### src/rtl/cpu_port_bank_pkg.sv
package cpu_port_bank_pkg;
  typedef enum logic [2:0] {
    RGN_RAM,
    RGN_ROM_A,
    RGN_ROM_B,
    RGN_IO,
    RGN_PORT
  } region_e;
endpackage

### src/rtl/cpu_port_regs.sv
module cpu_port_regs #(
  parameter int ADDR_W = 16,
  parameter int DATA_W = 8,
  parameter logic [ADDR_W-1:0] DIR_ADDR = '0,
  parameter logic [ADDR_W-1:0] DAT_ADDR = 1
) (
  input  logic              clk,
  input  logic              rst,
  input  logic [ADDR_W-1:0] addr,
  input  logic [DATA_W-1:0] wdata,
  input  logic              we,
  input  logic [DATA_W-1:0] pin_in,
  output logic [DATA_W-1:0] rdata,
  output logic [DATA_W-1:0] pin_out,
  output logic [DATA_W-1:0] pin_oe,
  output logic [DATA_W-1:0] line_level
);
  logic [DATA_W-1:0] dir_q;
  logic [DATA_W-1:0] dat_q;
  logic [DATA_W-1:0] rdata_q;

  // per-line mix: driven lines show the latch, input lines show the pad
  for (genvar b = 0; b < DATA_W; b++) begin : g_line
    assign line_level[b] = dir_q[b] ? dat_q[b] : pin_in[b];
  end

  always_ff @(posedge clk) begin
    if (rst) begin
      dir_q <= '0;
      dat_q <= '0;
    end else if (we) begin
      if (addr == DIR_ADDR) dir_q <= wdata;
      if (addr == DAT_ADDR) dat_q <= wdata;
    end
  end

  always_ff @(posedge clk) begin
    if (rst) begin
      rdata_q <= '0;
    end else if (!we && addr == DIR_ADDR) begin
      rdata_q <= dir_q;
    end else if (!we && addr == DAT_ADDR) begin
      rdata_q <= line_level;
    end else begin
      rdata_q <= '0;
    end
  end

  assign rdata   = rdata_q;
  assign pin_out = dat_q;
  assign pin_oe  = dir_q;

  AST_REGS_RESET: assert property (@(posedge clk)
    $past(rst) |-> (dir_q == '0 && dat_q == '0 && rdata_q == '0));
  AST_DIR_LOAD: assert property (@(posedge clk) disable iff (rst)
    (!$past(rst) && $past(we) && $past(addr) == DIR_ADDR) |-> dir_q == $past(wdata));
  AST_DAT_LOAD: assert property (@(posedge clk) disable iff (rst)
    (!$past(rst) && $past(we) && $past(addr) == DAT_ADDR) |-> dat_q == $past(wdata));
endmodule

### src/rtl/cpu_port_decode.sv
module cpu_port_decode
  import cpu_port_bank_pkg::*;
#(
  parameter int ADDR_W = 16,
  parameter logic [ADDR_W-1:0] DIR_ADDR  = '0,
  parameter logic [ADDR_W-1:0] DAT_ADDR  = 1,
  parameter logic [ADDR_W-1:0] ROMA_BASE = 16'hA000,
  parameter logic [ADDR_W-1:0] ROMA_MASK = 16'hE000,
  parameter logic [ADDR_W-1:0] ROMB_BASE = 16'hE000,
  parameter logic [ADDR_W-1:0] ROMB_MASK = 16'hE000,
  parameter logic [ADDR_W-1:0] IO_BASE   = 16'hD000,
  parameter logic [ADDR_W-1:0] IO_MASK   = 16'hF000
) (
  input  logic              clk,
  input  logic              rst,
  input  logic [ADDR_W-1:0] addr,
  input  logic              bank_a,
  input  logic              bank_b,
  output logic              sel_port,
  output logic              cs_rom_a,
  output logic              cs_rom_b,
  output logic              cs_io,
  output logic              cs_ram
);
  region_e rgn;
  logic    in_port, in_roma, in_romb, in_io;

  assign in_port = (addr == DIR_ADDR) || (addr == DAT_ADDR);
  assign in_roma = (addr & ROMA_MASK) == ROMA_BASE;
  assign in_romb = (addr & ROMB_MASK) == ROMB_BASE;
  assign in_io   = (addr & IO_MASK) == IO_BASE;

  always_comb begin
    rgn = RGN_RAM;
    if (in_port)                       rgn = RGN_PORT;
    else if (in_roma && bank_a)        rgn = RGN_ROM_A;
    else if (in_romb && bank_b)        rgn = RGN_ROM_B;
    else if (in_io && (bank_a || bank_b)) rgn = RGN_IO;
  end

  always_ff @(posedge clk) begin
    if (rst) begin
      sel_port <= 1'b0;
      cs_rom_a <= 1'b0;
      cs_rom_b <= 1'b0;
      cs_io    <= 1'b0;
      cs_ram   <= 1'b0;
    end else begin
      sel_port <= (rgn == RGN_PORT);
      cs_rom_a <= (rgn == RGN_ROM_A);
      cs_rom_b <= (rgn == RGN_ROM_B);
      cs_io    <= (rgn == RGN_IO);
      cs_ram   <= (rgn == RGN_RAM);
    end
  end

  AST_ONE_SELECT: assert property (@(posedge clk) disable iff (rst)
    !$past(rst) |-> $onehot({sel_port, cs_rom_a, cs_rom_b, cs_io, cs_ram}));
  AST_PORT_NOT_RAM: assert property (@(posedge clk) disable iff (rst)
    (!$past(rst) && ($past(addr) == DIR_ADDR || $past(addr) == DAT_ADDR)) |-> (sel_port && !cs_ram));
  AST_ROMA_GATED: assert property (@(posedge clk) disable iff (rst)
    cs_rom_a |-> $past(bank_a));
  AST_ROMB_GATED: assert property (@(posedge clk) disable iff (rst)
    cs_rom_b |-> $past(bank_b));
  AST_IO_GATED: assert property (@(posedge clk) disable iff (rst)
    cs_io |-> ($past(bank_a) || $past(bank_b)));
endmodule

### src/rtl/cpu_port_bank.sv
module cpu_port_bank #(
  parameter int ADDR_W = 16,
  parameter int DATA_W = 8,
  parameter int BANK_A_BIT = 0,
  parameter int BANK_B_BIT = 1
) (
  input  logic              clk,
  input  logic              rst,
  input  logic [ADDR_W-1:0] cpu_addr,
  input  logic [DATA_W-1:0] cpu_wdata,
  input  logic              cpu_we,
  input  logic [DATA_W-1:0] pin_in,
  output logic [DATA_W-1:0] cpu_rdata,
  output logic [DATA_W-1:0] pin_out,
  output logic [DATA_W-1:0] pin_oe,
  output logic              sel_port,
  output logic              cs_rom_a,
  output logic              cs_rom_b,
  output logic              cs_io,
  output logic              cs_ram
);
  localparam logic [ADDR_W-1:0] DIR_ADDR = '0;
  localparam logic [ADDR_W-1:0] DAT_ADDR = DIR_ADDR + 1'b1;

  logic [DATA_W-1:0] line_level;

  cpu_port_regs #(
    .ADDR_W(ADDR_W), .DATA_W(DATA_W), .DIR_ADDR(DIR_ADDR), .DAT_ADDR(DAT_ADDR)
  ) regs_i (
    .clk(clk), .rst(rst), .addr(cpu_addr), .wdata(cpu_wdata), .we(cpu_we),
    .pin_in(pin_in), .rdata(cpu_rdata), .pin_out(pin_out), .pin_oe(pin_oe),
    .line_level(line_level)
  );

  cpu_port_decode #(
    .ADDR_W(ADDR_W), .DIR_ADDR(DIR_ADDR), .DAT_ADDR(DAT_ADDR)
  ) decode_i (
    .clk(clk), .rst(rst), .addr(cpu_addr),
    .bank_a(line_level[BANK_A_BIT]), .bank_b(line_level[BANK_B_BIT]),
    .sel_port(sel_port), .cs_rom_a(cs_rom_a), .cs_rom_b(cs_rom_b),
    .cs_io(cs_io), .cs_ram(cs_ram)
  );
endmodule

### config.mk
export PLATFORM = sky130hd
export DESIGN_NAME = cpu_port_bank
export DESIGN_NICKNAME = d
export VERILOG_FILES = /design/src/rtl/cpu_port_bank_pkg.sv /design/src/rtl/cpu_port_regs.sv /design/src/rtl/cpu_port_decode.sv /design/src/rtl/cpu_port_bank.sv
export SDC_FILE = /design/constraint.sdc
export NUM_CORES = 1
export LEC_CHECK = 0
export BUFFER_PORTS_ARGS = -buffer_cell sky130_fd_sc_hd__buf_2
export CAP_MARGIN = 30
export CORE_ASPECT_RATIO = 1.2
export CORE_MARGIN = 3
export CORE_UTILIZATION = 34
export CTS_BUF_LIST = sky130_fd_sc_hd__clkbuf_4 sky130_fd_sc_hd__clkbuf_8
export CTS_CLUSTER_SIZE = 12
export DETAILED_ROUTE_END_ITERATION = 16
export PLACE_DENSITY = 0.66
export SLEW_MARGIN = 0
export SYNTH_ARGS = -nofsm -noshare
export SYNTH_HDL_FRONTEND = slang
export SYNTH_SLANG_ARGS = --single-unit
### constraint.sdc
create_clock -name clk -period 1.7 [get_ports clk]
set_input_delay 0 -clock clk [delete_from_list [all_inputs] [get_ports clk]]
set_output_delay 0 -clock clk [all_outputs]
set_load 0.05 [all_outputs]
==> out/metrics.yaml <==
critPathMaxFanout: 4
synth_nets: 168
grt_pass1_wl_um: 5761
worstPathArrival_ns: 1.57
die_w_um: 62.20
hp-start: "cpu_wdata[5]"
yosys.area_share.xor_xnor_pct: 0
async_flop_share_pct: 0
cts_resized: 0
r2r-end: "decode_i.cs_rom_b"
final_cell_mix: "buf_2 (63), dfxtp_1 (29), a21oi_1 (22)"
netlist_instances: 133
crit_type: "reg -> reg"
fp.dieH_um: 73.44
dp_cells: 238
synth-seq-cells: 29
yosys.area_share.simple_pct: 21.94
drive_gt1_share_pct: 42.79
timing.final.crit_share_pct: 82.42
synth-compound-area-share_pct: 25.73
drv_cap: 0
place.gp.congestion: 0.7846
finalSetupViolCount: 0
hold_buffers: 5
wl_met3_um: 140
yosysSeqAreaShare_pct: 45.05
status: "finished, final reports clean"
final_max_slew_viol_count: 0
drcViolationCount: 0
synth_top_family_by_area: "compound AO/OA/AOI/OAI gates"
wire_per_inst_um: 14.46
fmax_mhz: 713.7
powerDensity_nw_per_um2: 867.2
routed_wl_um: 3629
synth_fa_ha_area_share_pct: 0
relSlewSlack_pct: 69.04
reg2regPathDepth: 4
clockRootBuffer: "clkbuf_8"
fin_cells: 251
top_layer: "met4"
synth_edf_count: 0
synthMuxAreaShare_pct: 1.553
initial_utilization_pct: 37.01
yosysTopAreaCellShare_pct: 45.05
via_per_inst: 5.207
crit_path_start_kind: "flip-flop"
rsz0062_at_grt: "false"
post_cts_buffers: 0
final_common_cell: "buf_2"
coreArea_um2: 3482
ys_warn_count: 0
hold_path_end: "regs_i.pin_out[5]"
dp_slack_ns: 0.1960
reg2reg_from: "regs_i.pin_oe[0]"
insertion_delay_ns: 0.28
cts.clk_slew.worst_paths_ns: 0.06
port_buffers: 63
p_leak_nw: 0.7404
clk_path_buf_depth: 2
drt_iter0_markers: 53
yosys.area.top_type: "dfxtp_1"
die-area_um2: 4568
layout-area-overhead-vs-synth_pct: 40.29
holdWs_ns: 0.003200
critPathCaptureType: "flip-flop"
antenna_found_initial: 0
reg2reg_slack_ns: 0.30
syn_area_per_cell_um2: 9.690
dr_wl_met2_um: 2005
worstPathRequired_ns: 1.87
layout_min_cycle_time_ns: 1.401
setup_tns_ns: 0
synth.cell_area_um2: 1289
grt_max_degree: 25
wl_met1_um: 1388
ys.flop_type: "dfxtp_1"
nets: 235
synth_cell_types: 28
antenna_left: 0
htreeDepth: 2
vias: 1307
insertedDiodeCount: 0
ir_worst_vdd_uv: 415.3
ios: 64
fin_skew_ns: 0.003464
clock_sinks: 29
setup_ws_ns: 0.2988
grt-ovfl-total: 0
rows: 23
tightest_slew_ns: 0.4644
hold_depth: 3
drt_first_pass_iters: 4
ys_top_cells_by_area: "dfxtp_1 (45%), a21oi_1 (8.5%), a311oi_2 (7.0%)"
grt_pass1_vias: 1250
hold_violations: 0
hp-class: "in -> reg"
cts_tree: "yes"
dp_hpwl_um: 2663
grt_usage_pct: 15.86
cts-buffers-inserted: 5
## flip-flops by register name, summed over array words and instances, names as in the netlist
| register | count |
|---|---|
| regs_i.pin_oe | 8 |
| regs_i.pin_out | 8 |
| regs_i.rdata | 8 |
| decode_i.cs_io | 1 |
| decode_i.cs_ram | 1 |
| decode_i.cs_rom_a | 1 |
| decode_i.cs_rom_b | 1 |
| decode_i.sel_port | 1 |
## synthesized netlist by cell type, types with 2 or more instances
cell      instances
buf_2             2
a21oi_1          22
a211oi_2          2
dfxtp_1          29
o21ai_0           8
o21ai_1          10
a311oi_2          6
and3b_1           2
nor2_1            4
nor4_4            3
nand4b_1          8
nand4_1           8
inv_1             6
nand2_1           2
clkbuf_1          7
mux2i_1           2
## power breakdown
part	leakage (nW)	internal [mW]	switching, mW
Sequential	0.234	0.683	0.000667
Clock	0.0619	0.493	0.252
Combinational	0.445	0.0555	0.0838
Total	0.740	1.23	0.337
## layer usage
layer	GRT usage [%]	vias to the layer above
met5	0	-
met4	8.600	0
met3	2.752	7
met2	29.78	35
met1	17.08	626
li1	-	639
## area by class of cell
cell class                 count  area, µm²
multi-input combinational     87      634.4
tap                           50      62.56
inverter                       6      22.52
sequential                    29      580.6
clock buffer                   7      90.09
timing repair buffer          71      387.9
fill                         329       1674
clock inverter                 1      30.03
## per-stage QoR
stage	power (mW)	utilization, %	area [µm²]
after floorplan	0.7605	-	1289
after detailed placement	0.8277	47.04	1638
after CTS	1.576	51.92	1808
after global routing	1.628	51.92	1808
after global placement	0.8242	47.04	1638
final	1.568	51.92	1808
## worst max-delay path, cell delays in order, from the launching register on
cell and delay (ns):
dfxtp_1 0.38, mux2i_1 0.42, o21ai_0 0.14, o2111ai_1 0.15
and3b_1 0.21
## how the worst max path moves through the flow
stage                     startpoint                 to  slack (ns)  depth (start not counted)
floorplan           regs_i.pin_oe[0]  decode_i.cs_rom_b        0.15                          4
global placement         cpu_addr[3]    regs_i.rdata[5]        0.25                          5
detailed placement       cpu_addr[2]    regs_i.rdata[6]        0.20                          5
CTS                 regs_i.pin_oe[0]  decode_i.cs_rom_b        0.30                          4
global route        regs_i.pin_oe[0]  decode_i.cs_rom_b        0.16                          4
finish              regs_i.pin_oe[0]  decode_i.cs_rom_b        0.30                          4
## logic make-up after synthesis
| family | Yosys count |
|---|---|
| AND/OR/NAND/NOR | 35 |
| multiplexers | 2 |
| flip-flops | 29 |
| buffers and inverters | 17 |
| AO/OA/AOI/OAI | 50 |
Note: power is estimated with default switching activity, not from simulation.
